$ cat src/rtl/audio_tx_pkg.sv
package audio_tx_pkg;
  // Slots per half frame, and the width of a whole-frame slot index.
  localparam int HALF_SLOTS = 32;
  localparam int SLOT_W     = $clog2(2 * HALF_SLOTS);

  // Strobes that the control sends to the datapath.
  typedef struct packed {
    logic              advance;   // a new slot begins at this clock edge
    logic              loadPair;  // the new slot is slot 0 of the left half
    logic [SLOT_W-1:0] slotNext;  // index of the slot that begins
  } txStrobe_t;
endpackage

$ cat src/rtl/audio_tx_sync.sv
module audio_tx_sync #(
  parameter int STAGES = 2
) (
  input  logic clk,
  input  logic rstN,
  input  logic d,
  output logic q
);
  logic [STAGES-1:0] chain;

  generate
    if (STAGES == 1) begin : g_one
      always_ff @(posedge clk) begin
        if (!rstN) chain <= '0;
        else       chain <= d;
      end
    end else begin : g_many
      always_ff @(posedge clk) begin
        if (!rstN) chain <= '0;
        else       chain <= {chain[STAGES-2:0], d};
      end
    end
  endgenerate

  assign q = chain[STAGES-1];
endmodule

$ cat src/rtl/audio_tx_ctrl.sv
module audio_tx_ctrl
  import audio_tx_pkg::*;
#(
  parameter int BCLK_DIV    = 4,
  parameter int SYNC_STAGES = 2
) (
  input  logic      clk,
  input  logic      rstN,
  input  logic      masterMode,
  input  logic      fmtI2s,
  input  logic      bclkIn,
  input  logic      wsIn,
  output logic      bclkOut,
  output logic      wsOut,
  output txStrobe_t strb
);
  localparam int PHASE_W = $clog2(BCLK_DIV);
  localparam int DIV_W   = PHASE_W + SLOT_W;

  // Master timing: the low bits count clocks within one bit, the high bits count slots.
  logic [DIV_W-1:0]  divCnt;
  logic              mBclk, mPhaseEnd, mLeftHalf;
  logic [SLOT_W-1:0] mSlot, mSlotNext;

  always_ff @(posedge clk) begin
    if (!rstN)           divCnt <= '0;
    else if (masterMode) divCnt <= divCnt + DIV_W'(1);
    else                 divCnt <= '0;
  end

  assign mBclk     = divCnt[PHASE_W-1];
  assign mPhaseEnd = &divCnt[PHASE_W-1:0];
  assign mSlot     = divCnt[DIV_W-1:PHASE_W];
  assign mSlotNext = mSlot + SLOT_W'(1);
  assign mLeftHalf = ~divCnt[DIV_W-1];

  // Slave timing: bring both link clocks into the system clock domain.
  logic bSync, wSync, bPrev, wsLast, sFall, wsEdge, sLeft;
  logic [SLOT_W-1:0] sSlot, sSlotNext;

  audio_tx_sync #(.STAGES(SYNC_STAGES)) i_bclkSync (
    .clk(clk), .rstN(rstN), .d(bclkIn), .q(bSync)
  );
  audio_tx_sync #(.STAGES(SYNC_STAGES)) i_wsSync (
    .clk(clk), .rstN(rstN), .d(wsIn), .q(wSync)
  );

  assign sFall  = bPrev & ~bSync;
  assign wsEdge = wSync ^ wsLast;
  assign sLeft  = fmtI2s ? ~wSync : wSync;

  always_comb begin
    if (wsEdge) sSlotNext = sLeft ? '0 : SLOT_W'(HALF_SLOTS);
    else        sSlotNext = sSlot + SLOT_W'(1);
  end

  always_ff @(posedge clk) begin
    if (!rstN) begin
      bPrev  <= 1'b0;
      wsLast <= 1'b0;
      sSlot  <= '0;
    end else begin
      bPrev <= bSync;
      if (sFall) begin
        wsLast <= wSync;
        sSlot  <= sSlotNext;
      end
    end
  end

  // Strobes to the datapath, chosen by clocking mode.
  always_comb begin
    strb.advance  = masterMode ? mPhaseEnd : sFall;
    strb.slotNext = masterMode ? mSlotNext : sSlotNext;
    strb.loadPair = strb.advance && (strb.slotNext == '0);
  end

  assign bclkOut = masterMode & mBclk;
  assign wsOut   = masterMode & (fmtI2s ? ~mLeftHalf : mLeftHalf);
endmodule

$ cat src/rtl/audio_tx_dp.sv
module audio_tx_dp
  import audio_tx_pkg::*;
#(
  parameter int WORD_W = 18
) (
  input  logic              clk,
  input  logic              rstN,
  input  logic              fmtI2s,
  input  txStrobe_t         strb,
  input  logic [WORD_W-1:0] leftIn,
  input  logic [WORD_W-1:0] rightIn,
  output logic              sdataOut
);
  localparam int IDX_W = $clog2(WORD_W);

  logic [WORD_W-1:0] shadowL, shadowR, srcL, srcR, wordSel;
  logic [IDX_W-1:0]  bitSel;
  logic              nextBit;
  int                pos, idx;

  // On the left-half boundary the MSB comes straight from the input being captured.
  assign srcL = strb.loadPair ? leftIn  : shadowL;
  assign srcR = strb.loadPair ? rightIn : shadowR;

  always_comb begin
    wordSel = strb.slotNext[SLOT_W-1] ? srcR : srcL;
    pos     = int'(strb.slotNext[SLOT_W-2:0]);
    idx     = pos - (fmtI2s ? 1 : 0);
    nextBit = 1'b0;
    bitSel  = '0;
    if (idx >= 0 && idx < WORD_W) begin
      bitSel  = IDX_W'(WORD_W - 1 - idx);
      nextBit = wordSel[bitSel];
    end
  end

  always_ff @(posedge clk) begin
    if (!rstN) begin
      shadowL  <= '0;
      shadowR  <= '0;
      sdataOut <= 1'b0;
    end else begin
      if (strb.loadPair) begin
        shadowL <= leftIn;
        shadowR <= rightIn;
      end
      if (strb.advance) sdataOut <= nextBit;
    end
  end
endmodule

$ cat src/rtl/audio_serial_tx.sv
module audio_serial_tx
  import audio_tx_pkg::*;
#(
  parameter int WORD_W      = 18,
  parameter int BCLK_DIV    = 4,
  parameter int SYNC_STAGES = 2
) (
  input  logic              clk,
  input  logic              rstN,
  input  logic              masterMode,
  input  logic              fmtI2s,
  input  logic [WORD_W-1:0] leftIn,
  input  logic [WORD_W-1:0] rightIn,
  input  logic              bclkIn,
  input  logic              wsIn,
  output logic              bclkOut,
  output logic              wsOut,
  output logic              sdataOut
);
  txStrobe_t strb;

  audio_tx_ctrl #(.BCLK_DIV(BCLK_DIV), .SYNC_STAGES(SYNC_STAGES)) i_ctrl (
    .clk(clk), .rstN(rstN), .masterMode(masterMode), .fmtI2s(fmtI2s),
    .bclkIn(bclkIn), .wsIn(wsIn), .bclkOut(bclkOut), .wsOut(wsOut), .strb(strb)
  );

  audio_tx_dp #(.WORD_W(WORD_W)) i_dp (
    .clk(clk), .rstN(rstN), .fmtI2s(fmtI2s), .strb(strb),
    .leftIn(leftIn), .rightIn(rightIn), .sdataOut(sdataOut)
  );
endmodule

$ cat config.mk
export PLATFORM = sky130hd
export DESIGN_NAME = audio_serial_tx
export DESIGN_NICKNAME = d
export VERILOG_FILES = /design/src/rtl/audio_tx_pkg.sv /design/src/rtl/audio_tx_sync.sv /design/src/rtl/audio_tx_ctrl.sv /design/src/rtl/audio_tx_dp.sv /design/src/rtl/audio_serial_tx.sv
export SDC_FILE = /design/constraint.sdc
export NUM_CORES = 1
export LEC_CHECK = 0
export ABC_AREA = 1
export BUFFER_PORTS_ARGS = -buffer_cell sky130_fd_sc_hd__clkbuf_2
export CAP_MARGIN = 5
export CORE_MARGIN = 2
export CORE_UTILIZATION = 35
export CTS_BUF_LIST = sky130_fd_sc_hd__clkbuf_16
export DETAILED_ROUTE_END_ITERATION = 12
export MAX_ROUTING_LAYER = met4
export PLACE_DENSITY = 0.6
export SLEW_MARGIN = 10
export SYNTH_ARGS = -nofsm -noshare
export SYNTH_HDL_FRONTEND = slang
export SYNTH_SLANG_ARGS = --single-unit
$ cat constraint.sdc
create_clock -name clk -period 2.75 [get_ports clk]
set_input_delay 0.1375 -clock clk [delete_from_list [all_inputs] [get_ports clk]]
set_output_delay 0.1375 -clock clk [all_outputs]
set_load 0.05 [all_outputs]
* After elaboration in Yosys (flattened, before gate mapping)
Index checks and enable logic that the tools add are counted.
** Word-level totals
- Output and inout port bits :: 3
- Bits in registers :: 57
- Logic and storage cells :: 42
- Input port bits :: 42
** Cells by class
- Magnitude comparators :: 3
- Reduce and logical (&&, ||, !) cells :: 5
- Bitwise operators :: 7
- Multiplexer cells :: 13
- Add/subtract/negate cells :: 5
** Operators with widths (count)
- two-way mux 18 bit :: 3
- >= comparator 32 x 1 -> 1 bit (second input constant) :: 1
- < comparator 32 x 6 -> 1 bit (second input constant) :: 1
- two-way mux 6 bit :: 3
- adder 6 x 1 -> 6 bit (second input constant) :: 2
- adder 8 x 1 -> 8 bit (second input constant) :: 1
- zero test 6 bit :: 1
- < comparator 5 x 6 -> 1 bit (second input constant) :: 1
- two-way mux 1 bit :: 6
- subtractor 5 x 1 -> 6 bit :: 1
- binary-select mux 1 bit (select 5 bit) :: 1
- subtractor 5 bit (first input constant) :: 1
- AND reduction 2 bit :: 2
- bitwise AND 1 bit :: 3
- inverter 1 bit :: 3
- logical AND 1 bit :: 2
- XOR 1 bit :: 1

* Longest topological paths before layout
Gate-level depths: netlist (run 1).
- Depth in word-level cells :: 12
- Gate-level depth with buffers :: 22
- Mapped depth without buffers :: 21

* Hierarchy
Synthesis (run 1) repeated with hierarchy kept, for this count alone.
** Second synthesis, totals
- Cell total of the unflattened synthesis :: 461
- Area total of the unflattened synthesis :: 3108.0 µm²
** By module, submodules not included
- audio_tx_dp :: area an instance 2014.4 µm², seq. area each 740.7 µm², cells an instance 304, instances 1
- audio_tx_ctrl :: area an instance 983.4 µm², seq. area each 320.3 µm², cells an instance 145, instances 1
- audio_tx_sync :: area an instance 55.1 µm², seq. area each 40.0 µm², cells an instance 6, instances 2

* Worst setup path after synthesis (run 1)
No wires, ideal clock.
- Path kind :: register to register
- Start :: register i_ctrl.wsLast
- End :: register i_dp.sdataOut
- Required time :: 2619 ps
- Buffers on the path :: 0
- Arrival :: 2211 ps
- Slack :: 408 ps
- Period minus slack after synthesis :: 2342 ps
- Stages on the path, launching flop included :: 16
- Cell sequence :: dfxtp_1 -> nand2_1 -> nand2_4 -> nand3_1 -> nand2_1 -> inv_1 -> ha_1 -> ha_1 -> ha_1 -> nor2_1 -> a21boi_0 -> nor2_1 -> nand2_1 -> nand3_1 -> nand2_1 -> a21oi_2
** Between the ends
- Word-level cells in the longest chain between the ends :: 10
- Elaborated cells between the ends (all ways) :: 16
- Classes of those cells :: add/sub: 2; order compare: 2; mux: 8; bitwise: 1; reduce/logical: 3
** RTL lines
- from (decl) :: RTL line audio_tx_ctrl.sv:38 : logic bSync, wSync, bPrev, wsLast, sFall, wsEdge, sLeft;
- from (signal assigned) :: RTL line audio_tx_ctrl.sv:65 : wsLast <= wSync;
- XOR 1 bit (*) :: RTL line audio_tx_ctrl.sv:49 : assign wsEdge = wSync ^ wsLast;
- two-way mux 6 bit (*) :: RTL line audio_tx_ctrl.sv:53 : if (wsEdge) sSlotNext = sLeft ? '0 : SLOT_W'(HALF_SLOTS);
- two-way mux 6 bit (*) :: RTL line audio_tx_ctrl.sv:74 : strb.slotNext = masterMode ? mSlotNext : sSlotNext;
- branches (longest 6 deep; another with subtractor 5 x 1 -> 6 bit)
- two-way mux 1 bit (*) :: RTL line audio_tx_dp.sv:31 : if (idx >= 0 && idx < WORD_W) begin
- to (signal assigned) :: RTL line audio_tx_dp.sv:47 : if (strb.advance) sdataOut <= nextBit;
- to (decl) :: RTL line audio_tx_dp.sv:12 : output logic sdataOut
Every way passes the cells marked *. The select of a mux whose other input is x is not followed.
A chain may end at the register's enable or synchronous reset.

* Worst setup path after layout (run 1)
Same ends and word-level chain as after synthesis.

==> results.py, run 1 <==
metrics = {
    "timing": {
        "relSlewSlack_pct": 74.5,
        "worst_slack_ns": 0.255,
        "period_share_pct": 90.7,
        "clock.fmax_mhz": 401,
        "finClkSkew_ns": 0.00770,
        "setup_viol_count_final": 0,
        "hold_viol": 0,
        "drv_slew": 0,
        "min_period_ns": 2.49,
        "tightest_slew_ns": 0.378,
    },
    "hold_path": {
        "hold_path.class": "primary input to register",
    },
    "die": {
        "row_count": 34,
        "fp.dieW_um": 98.0,
        "chipHeight_um": 98.0,
        "fp.dieArea_um2": 9610,
        "core_um2": 8640,
        "initial_core_util_pct": 35.8,
        "pin_count": 45,
    },
    "finish": {
        "design_area_um2": 3770,
        "fillCellCount": 924,
        "area_growth_pct": 21.7,
        "num_antenna_cells": 0,
        "multi_input_area_um2": 1630,
        "nets": 556,
        "drive_gt1_share_pct": 18.1,
        "regArea_um2": 1140,
        "postLayoutCoreUtil_pct": 43.6,
    },
    "pwr": {
        "vdd_drop_max_mv": 0.287,
        "power_density_nw_per_um2": 589,
        "leakage_nw": 1.71,
        "finalPower_mw": 2.22,
    },
    "clock_network": {
        "clk_pin_slew_worst_paths_ns": 0.05,
        "cts_sinks": 57,
        "cts_root_buf": "clkbuf_16",
        "cts_max_path_buffers": 2,
        "clk-insertion-delay-late_ns": 0.32,
        "cts_tree": "yes",
        "cts_buffers": 9,
        "postCtsSetupRepairBufs": 0,
        "htree_levels": 3,
    },
    "yosys": {
        "syn_avg_cell_area_um2": 6.67,
        "ys_seq_elements": 57,
        "netlist_area_um2": 3100,
        "synth_warnings": 0,
        "ys_top_cells_by_area": "dfxtp_1, nand2_1, nand3_1, a21oi_1, inv_1",
        "synth_top_area_share_pct": 36.9,
        "ys_seq_area_share_pct": 36.9,
        "yosys.area.top_type": "dfxtp_1",
        "syn_inst": 464,
        "syn-num-nets": 512,
        "async_flop_share_pct": 0,
        "synth_cell_types": 31,
        "synth_edf_count": 0,
        "ys.flop_type": "dfxtp_1",
    },
    "setup_path": {
        "timing.critical_path.buf_inv": 2,
        "crit_slowest_cell": "ha_2",
        "cp_top_family": "simple AND/OR/NAND/NOR gates",
        "cpPeakStageDelay_ns": 0.41,
        "cp_cell_sequence": "nand2_1 > nand2_4 > nand3_1 > nand2_1 > inv_1 > ha_1 > ha_2 > ha_4 > inv_1 > or2_2 > nand2_1 > nand2_1 > nor2_1 > nand2_1 > nand3_1 > nand2_1 > a21oi_2",
        "crit_type": "register to register",
        "cp-start-kind": "register",
        "ff2ff_setup_slack_ns": 0.26,
        "cp-end-kind": "register",
        "cp_data_required_time_ns": 3.01,
        "crit_top_cell": "nand2_1",
        "crit_arrival_ns": 2.76,
        "cp_max_fo": 9,
    },
    "routing": {
        "wl_um": 7260,
        "dr_total_vias": 2961,
        "via_per_inst": 4.77,
        "firstDrtPassIters": 4,
        "drt_iter0_drc": 76,
        "drc": 0,
        "final_antenna_net_count": 0,
        "wire_per_inst_um": 11.7,
    },
    "global_routing": {
        "antenna_found_initial": 0,
        "grt_pass1_wl_um": 12300,
        "overflow": 0,
        "track_usage_pct": 16.3,
        "grt_pass1_vias": 2731,
        "grt_max_degree": 39,
    },
    "outcome": {
        "status": "finished, final reports clean",
    },
    "placed_design": {
        "place_hpwl_um": 5340,
        "io_buffers": 44,
        "globalplace.congestion": 0.918,
        "postPlaceCellArea_um2": 3440,
        "detailedPlace.worstSlack_ns": 0.176,
    },
    "run": {
        "maxCapViolCount": 0,
    },
}
==> cells in the final DEF (no fill, tap or decap), types with 3 or more instances in the layout <==
cell and count:
a21oi_1 48, buf_12 3, buf_4 6, clkbuf_16 9, clkbuf_2 44, clkinv_1 3, dfxtp_1 57, ha_1 4
inv_1 55, inv_2 4, nand2_1 105, nand2_2 10, nand3_1 69, nand3b_1 9, nand4_1 5, nor2_1 34
o21ai_0 13, o21ai_1 7, xnor2_1 3, xor2_1 3
==> per-stage QoR <==
step	hold slack, ns	setup TNS [ns]	instances
2_1_floorplan	0.235	0	464
3_3_place_gp	0.322	0	603
3_5_place_dp	0.325	0	603
4_1_cts	0.0600	0	621
5_1_grt	0.0621	-0.0199	621
6_report	0.0634	0	621
==> worst min-delay path, stage by stage <==
cell and delay (ns):
clkbuf_2 0.08, nand3_1 0.07, a21oi_1 0.06
==> layer usage <==
layer / routed length, um / up-vias / global-route usage [%]
met2: 3450 / 63 / 26.6
met4: 195 / 0 / 6.09
met1: 3310 / 1298 / 19.0
met5: 0 / - / -
met3: 301 / 18 / 5.01
li1: - / 1582 / -
==> report_power, final <==
group,switching [mW],internal (mW)
clock network,0.366,0.689
logic,0.187,0.119
registers,0.0111,0.848
==> path summary, 6_finish.rpt <==
kind                                  from                       end  cells after the start
setup / recovery             i_ctrl.wsLast             i_dp.sdataOut                     17
hold / removal                  rightIn[9]           i_dp.shadowR[9]                      3
setup reg to reg             i_ctrl.wsLast             i_dp.sdataOut                     17
hold reg to reg   i_ctrl.i_wsSync.chain[0]  i_ctrl.i_wsSync.chain[1]                      2
==> registers in the layout, indices dropped and copies added (netlist names) <==
name / count
i_ctrl.wsLast: 1
i_dp.sdataOut: 1
i_dp.shadowR: 18
i_dp.shadowL: 18
i_ctrl.sSlot: 6
i_ctrl.i_wsSync.chain: 2
i_ctrl.divCnt: 8
i_ctrl.bPrev: 1
i_ctrl.i_bclkSync.chain: 2
==> Yosys cell counts, types with 2 or more instances <==
| cell type | instances |
|---|---|
| nand4_1 | 5 |
| o21ai_0 | 13 |
| nand2_1 | 105 |
| buf_2 | 7 |
| clkbuf_1 | 10 |
| ha_1 | 6 |
| clkinv_1 | 2 |
| nand2_4 | 2 |
| dfxtp_1 | 57 |
| nand3b_1 | 9 |
| xnor2_1 | 4 |
| buf_6 | 3 |
| nor2_2 | 2 |
| o21ai_1 | 7 |
| nor2_1 | 34 |
| inv_1 | 54 |
| nand3_1 | 69 |
| nand2_2 | 10 |
| xor2_1 | 3 |
| a21oi_1 | 48 |
| inv_2 | 4 |
==> kinds of logic after synthesis <==
kind of cell,Yosys count,synth area share (%)
and+or+nand+nor,238,35.2
buffers and inverters,83,11.3
AOI/OAI and AO/OA,73,12.2
DFF,57,36.9
xor gates and xnor gates,7,1.98
adders and majority gates,6,2.43
==> timing repair <==
item,CTS,global route
endpoints found under the setup margin,0,1
endpoints found under the hold margin,2,0
resized for setup,0,3
hold buffers,2,0
==> layout make-up <==
type                            count  area share [%]
Sequential cell                    57            30.3
Timing Repair Buffer               55            9.16
Multi-Input combinational cell    324            43.2
Inverter                           61            6.14
Clock inverter                      7            1.66
Tap cell                          108            3.59
Clock buffer                        9            5.98
Power figures use the tool's default switching activity.
==> inputs of run 2 (changes only) <==
--- a/config.mk
+++ b/config.mk
@@ -9,11 +9,11 @@
 export BUFFER_PORTS_ARGS = -buffer_cell sky130_fd_sc_hd__clkbuf_2
 export CAP_MARGIN = 5
 export CORE_MARGIN = 2
-export CORE_UTILIZATION = 35
+export CORE_UTILIZATION = 55
 export CTS_BUF_LIST = sky130_fd_sc_hd__clkbuf_16
 export DETAILED_ROUTE_END_ITERATION = 12
 export MAX_ROUTING_LAYER = met4
-export PLACE_DENSITY = 0.6
+export PLACE_DENSITY = 0.84
 export SLEW_MARGIN = 10
 export SYNTH_ARGS = -nofsm -noshare
 export SYNTH_HDL_FRONTEND = slang
==> run 2 against run 1 <==
Flip-flop and latch count unchanged. Setup slack lost 0.038 ns. Wire length is 3.6% lower. Combinational power shrank 2%. Register-to-register slack lost 0.04 ns. Final area down 2.8%. Clock power shrank 11%. Global-route usage rose by 8.2 points. Critical path depth decreased by 1. Non-clock buffer count fell by 1. Final cell count is 6.1% lower. Worst hold slack worse by 0.0037 ns.
==> results.py, run 2 (synthesis gave the netlist of run 1 again) <==
metrics = {
    "outcome": {
        "status": "finished, final reports clean",
    },
    "die": {
        "fp.dieArea_um2": 6240,
        "initial_core_util_pct": 56.6,
        "chipHeight_um": 79.0,
        "fp.dieW_um": 79.0,
        "row_count": 27,
        "pin_count": 45,
        "core_um2": 5470,
    },
    "timing": {
        "worst_slack_ns": 0.217,
        "fin_setup_tns_ns": 0,
        "hold_viol": 0,
        "whs_ns": 0.0597,
        "finClkSkew_ns": 0.00652,
        "setup_viol_count_final": 0,
        "relSlewSlack_pct": 72.4,
        "clock.fmax_mhz": 395,
        "period_share_pct": 92.1,
        "drv_slew": 0,
        "rsz0062_at_grt": "no",
        "tightest_slew_ns": 0.410,
        "min_period_ns": 2.53,
    },
    "setup_path": {
        "cpPeakStageDelay_ns": 0.35,
        "cp-start-kind": "register",
        "crit_top_cell": "nand2_1",
        "crit_type": "register to register",
        "cp_data_required_time_ns": 2.95,
        "r2r-end": "i_dp.sdataOut",
        "cp_top_family": "simple AND/OR/NAND/NOR gates",
        "crit_arrival_ns": 2.73,
        "timing.critical_path.buf_inv": 1,
        "rr_startpoint": "i_ctrl.i_wsSync.chain[1]",
        "crit_slowest_cell": "dfxtp_1",
        "critical_path_depth": 16,
        "ff2ff_setup_slack_ns": 0.22,
        "cp_cell_sequence": "nand2_1 > nand2_4 > nand3_1 > nand2_1 > inv_1 > ha_1 > ha_4 > xnor2_2 > ha_1 > nor2_1 > a21boi_0 > nor2_1 > nand2_1 > nand3_1 > nand2_1 > a21oi_2",
        "reg2regPathDepth": 16,
        "cp-endpoint": "i_dp.sdataOut",
        "startpoint": "i_ctrl.i_wsSync.chain[1]",
        "cp-end-kind": "register",
        "cp_max_fo": 9,
    },
    "placed_design": {
        "globalplace.congestion": 0.897,
        "io_buffers": 44,
        "detailedPlace.worstSlack_ns": 0.137,
        "dp.cells": 566,
        "place_hpwl_um": 5010,
        "postPlaceCellArea_um2": 3350,
    },
    "clock_network": {
        "htree_levels": 3,
        "cts_sinks": 57,
        "postCtsSetupRepairBufs": 0,
        "cts_tree": "yes",
        "cts_root_buf": "clkbuf_16",
        "cts_max_path_buffers": 2,
        "clk-insertion-delay-late_ns": 0.33,
        "cts_buffers": 9,
        "clk_pin_slew_worst_paths_ns": 0.05,
    },
    "finish": {
        "nets": 555,
        "area_growth_pct": 18.4,
        "final_cell_mix": "nand2_1, nand3_1, inv_1, dfxtp_1, a21oi_1",
        "postLayoutCoreUtil_pct": 67.0,
        "design_area_um2": 3660,
        "instances_no_fill": 583,
        "largestRegisters": "i_dp.shadowL (18), i_dp.shadowR (18), i_ctrl.divCnt (8)",
        "layout.cells.most_common": "nand2_1",
        "num_antenna_cells": 0,
        "drive_gt1_share_pct": 18.0,
    },
    "routing": {
        "firstDrtPassIters": 5,
        "via_per_inst": 5.21,
        "final_antenna_net_count": 0,
        "wire_per_inst_um": 12.0,
        "drc": 0,
        "drt_iter0_drc": 160,
        "wl_um": 7000,
        "dr_total_vias": 3035,
    },
    "global_routing": {
        "grt_max_degree": 39,
        "grt_pass1_vias": 2845,
        "grt_pass1_wl_um": 11800,
        "track_usage_pct": 24.5,
        "overflow": 0,
        "antenna_found_initial": 0,
    },
    "pwr": {
        "power_density_nw_per_um2": 573,
        "finalPower_mw": 2.10,
        "leakage_nw": 1.70,
        "vdd_drop_max_mv": 0.476,
    },
    "hold_path": {
        "hold_path.class": "primary input to register",
    },
    "run": {
        "maxCapViolCount": 0,
    },
}
run 2: changes by cell type in the layout (fill, tap and decap cells not counted), sizes merged:
cell	change
bufinv	-1
clkinv	+2
buf	-1
clkinvlp	-2
run 2: layer usage:
metal,part of all wire (%),GRT usage (%)
met1,43,26.3
met2,50,41.2
met3,4.4,7.50
met4,2.5,11.9
met5,0,-
run 2: final cells by class:
type | count | area (um^2)
Clock buffer | 9 | 225
Clock inverter | 6 | 27.5
Fill cell | 506 | 1810
Inverter | 61 | 231
Multi-Input combinational cell | 324 | 1630
Sequential cell | 57 | 1140
Tap cell | 72 | 90.1
Timing Repair Buffer | 54 | 317
run 2: worst min path at each step:
stage	start	endpoint	slack, ns	cells past startpoint
floorplan	bclkIn	i_ctrl.i_bclkSync.chain[0]	0.24	2
global placement	wsIn	i_ctrl.i_wsSync.chain[0]	0.32	3
detailed placement	wsIn	i_ctrl.i_wsSync.chain[0]	0.33	3
CTS	rightIn[6]	i_dp.shadowR[6]	0.06	3
global route	rightIn[12]	i_dp.shadowR[12]	0.06	3
finish	rightIn[6]	i_dp.shadowR[6]	0.06	3
run 2: timing repair:
| action | CTS | global route |
|---|---|---|
| resized for setup | 0 | 10 |
| endpoints found under the hold margin | 2 | 0 |
| setup endpoints to repair | 0 | 1 |
| hold buffers | 2 | 0 |
run 2: tightest hold or removal path, cell delays in order:
cell	delay [ns]
clkbuf_2	0.08
nand3_1	0.06
a21oi_1	0.06
run 2: report_power, final:
group	total [mW]	internal, mW	switching, mW	leakage, nW
Clock	0.938	0.587	0.350	0.133
Sequential	0.860	0.849	0.0112	0.463
Combinational	0.301	0.114	0.187	1.10
Total	2.10	1.55	0.549	1.70
==> inputs of run 3 (changes only) <==
--- a/config.mk
+++ b/config.mk
@@ -9,11 +9,11 @@
 export BUFFER_PORTS_ARGS = -buffer_cell sky130_fd_sc_hd__clkbuf_2
 export CAP_MARGIN = 5
 export CORE_MARGIN = 2
-export CORE_UTILIZATION = 55
+export CORE_UTILIZATION = 57
 export CTS_BUF_LIST = sky130_fd_sc_hd__clkbuf_16
 export DETAILED_ROUTE_END_ITERATION = 12
 export MAX_ROUTING_LAYER = met4
-export PLACE_DENSITY = 0.84
+export PLACE_DENSITY = 0.87
 export SLEW_MARGIN = 10
 export SYNTH_ARGS = -nofsm -noshare
 export SYNTH_HDL_FRONTEND = slang
==> run 3 against run 2 <==
Sequential power is essentially flat. First-iteration DRC count grew 60%. Register-to-register slack lost 0.05 ns. Utilization grew 3.4 points. Combinational power is essentially flat. Die area shrank 3.3%. Setup slack lost 0.051 ns. Critical path depth shrank 1. Highest routed layer unchanged.
==> results.py, run 3 (synthesis gave the netlist of run 1 again) <==
metrics = {
    "outcome": {
        "status": "finished, final reports clean",
    },
    "setup_path": {
        "r2r-end": "i_dp.sdataOut",
        "cp-start-kind": "register",
        "cpPeakStageDelay_ns": 0.38,
        "cp_cell_sequence": "nand2_1 > nand2_4 > nand3_1 > nand2_1 > inv_1 > ha_1 > ha_2 > ha_1 > nor2_1 > a21boi_0 > nor2_1 > nand2_1 > nand3_1 > nand2_1 > a21oi_2",
        "cp-end-kind": "register",
        "crit_type": "register to register",
        "crit_arrival_ns": 2.78,
        "cp_top_family": "adder cells",
        "rr_startpoint": "i_ctrl.wsLast",
        "crit_slowest_cell": "dfxtp_1",
        "crit_top_cell": "nand2_1",
        "timing.critical_path.buf_inv": 1,
        "cp_data_required_time_ns": 2.95,
        "ff2ff_setup_slack_ns": 0.17,
        "cp_max_fo": 9,
        "reg2regPathDepth": 15,
    },
    "finish": {
        "drive_gt1_share_pct": 17.4,
        "postLayoutCoreUtil_pct": 70.4,
        "largestRegisters": "i_dp.shadowL (18), i_dp.shadowR (18), i_ctrl.divCnt (8)",
        "area_growth_pct": 17.6,
        "design_area_um2": 3640,
        "num_antenna_cells": 0,
        "nets": 555,
        "layout.cells.most_common": "nand2_1",
        "final_cell_mix": "nand2_1, nand3_1, dfxtp_1, inv_1, a21oi_1",
    },
    "die": {
        "fp.dieW_um": 77.7,
        "fp.dieArea_um2": 6040,
        "row_count": 26,
        "core_um2": 5170,
        "initial_core_util_pct": 59.8,
        "chipHeight_um": 77.7,
        "pin_count": 45,
    },
    "pwr": {
        "leakage_nw": 1.69,
        "vdd_drop_max_mv": 0.389,
        "power_density_nw_per_um2": 577,
    },
    "timing": {
        "setup_viol_count_final": 0,
        "period_share_pct": 94.0,
        "drv_slew": 0,
        "rsz0062_at_grt": "no",
        "min_period_ns": 2.58,
        "clock.fmax_mhz": 387,
        "whs_ns": 0.00817,
        "relSlewSlack_pct": 72.7,
        "tightest_slew_ns": 0.410,
        "hold_viol": 0,
        "fin_setup_tns_ns": 0,
        "finClkSkew_ns": 0.00608,
    },
    "routing": {
        "drc": 0,
        "wire_per_inst_um": 12.7,
        "wl_um": 7410,
        "firstDrtPassIters": 4,
        "dr_total_vias": 3075,
        "final_antenna_net_count": 0,
        "drt_iter0_drc": 256,
        "via_per_inst": 5.28,
    },
    "global_routing": {
        "antenna_found_initial": 0,
        "overflow": 0,
        "grt_pass1_wl_um": 12400,
        "grt_max_degree": 39,
        "track_usage_pct": 26.4,
        "grt_pass1_vias": 2795,
    },
    "clock_network": {
        "clk_pin_slew_worst_paths_ns": 0.05,
        "htree_levels": 3,
        "cts_sinks": 57,
        "cts_max_path_buffers": 2,
        "clk-insertion-delay-late_ns": 0.32,
        "cts_buffers": 9,
        "cts_tree": "yes",
        "cts_root_buf": "clkbuf_16",
    },
    "run": {
        "maxCapViolCount": 0,
    },
    "placed_design": {
        "place_hpwl_um": 5180,
        "globalplace.congestion": 0.909,
        "io_buffers": 44,
        "postPlaceCellArea_um2": 3350,
    },
    "hold_path": {
        "holdPathStages": 3,
        "hold_path.class": "primary input to register",
        "hold_start": "bclkIn",
        "min_to": "i_ctrl.i_bclkSync.chain[0]",
    },
}
## run 3: cell count changes in the layout (fill, tap and decap cells not counted)
cell / before / now
clkinv_2: 4 / 2
dlygate4sd3_1: 2 / 1
dfxtp_2: 2 / 0
ha_4: 1 / 0
ha_2: 0 / 1
buf_4: 6 / 7
dfxtp_1: 55 / 57
clkinv_1: 3 / 6
buf_6: 1 / 2
buf_12: 1 / 0
## run 3: what timing repair did
item | CTS | global route
gates resized for setup | 0 | 5
endpoints found under the setup margin | 0 | 1
hold buffers | 1 | 0
buffers inserted | 0 | 0
endpoints found under the hold margin | 1 | 0
## run 3: stage by stage
stage | total power, mW | std cells | worst slack [ns]
floorplan | 1.09 | 464 | 0.408
global placement | 1.16 | 565 | 0.157
detailed placement | 1.16 | 565 | 0.145
CTS | 2.11 | 582 | 0.125
global route | 2.20 | 582 | 0.00346
finish | 2.10 | 582 | 0.166
## run 3: cell type report
cell class              instances  area (um^2)
flip-flops and latches         57         1140
inverters                      61          231
multi-input cells             324         1620
clock buffers                   9          225
fillers                       417         1530
clock inverters                 7         28.8
well taps                      70         87.6
repair buffers                 54          305
## run 3: how the worst max path moves through the flow
stage | startpoint | cells past startpoint | slack, ns | end
after floorplan | i_ctrl.wsLast | 15 | 0.41 | i_dp.sdataOut
after global placement | i_ctrl.wsLast | 15 | 0.16 | i_dp.sdataOut
after detailed placement | i_ctrl.wsLast | 15 | 0.14 | i_dp.sdataOut
after CTS | i_ctrl.wsLast | 15 | 0.13 | i_dp.sdataOut
after global routing | i_ctrl.sSlot[1] | 19 | 0.003 | i_dp.sdataOut
final | i_ctrl.wsLast | 15 | 0.17 | i_dp.sdataOut
## run 3: power breakdown
part	switching [mW]	total, mW	internal [mW]	leakage (nW)
combinational	0.188	0.300	0.112	1.10
sequential	0.0121	0.861	0.849	0.462
clock	0.354	0.940	0.587	0.130
total	0.554	2.10	1.55	1.69
## run 3: worst register-to-register path: stages (launching register included)
cell	delay (ns)
dfxtp_1	0.38
nand2_1	0.11
nand2_4	0.13
nand3_1	0.09
nand2_1	0.09
inv_1	0.05
ha_1	0.19
ha_2	0.35
ha_1	0.38
nor2_1	0.18
a21boi_0	0.19
nor2_1	0.06
nand2_1	0.05
nand3_1	0.07
nand2_1	0.09
a21oi_2	0.06
## run 3: per-layer routing
layer  track usage [%]  up-vias  wire [um]
met5                 -        -          0
met4              10.9        0         89
met3              4.65        9        503
met2              39.3      102       3350
met1              35.5     1383       3470
li1                  -     1581          -
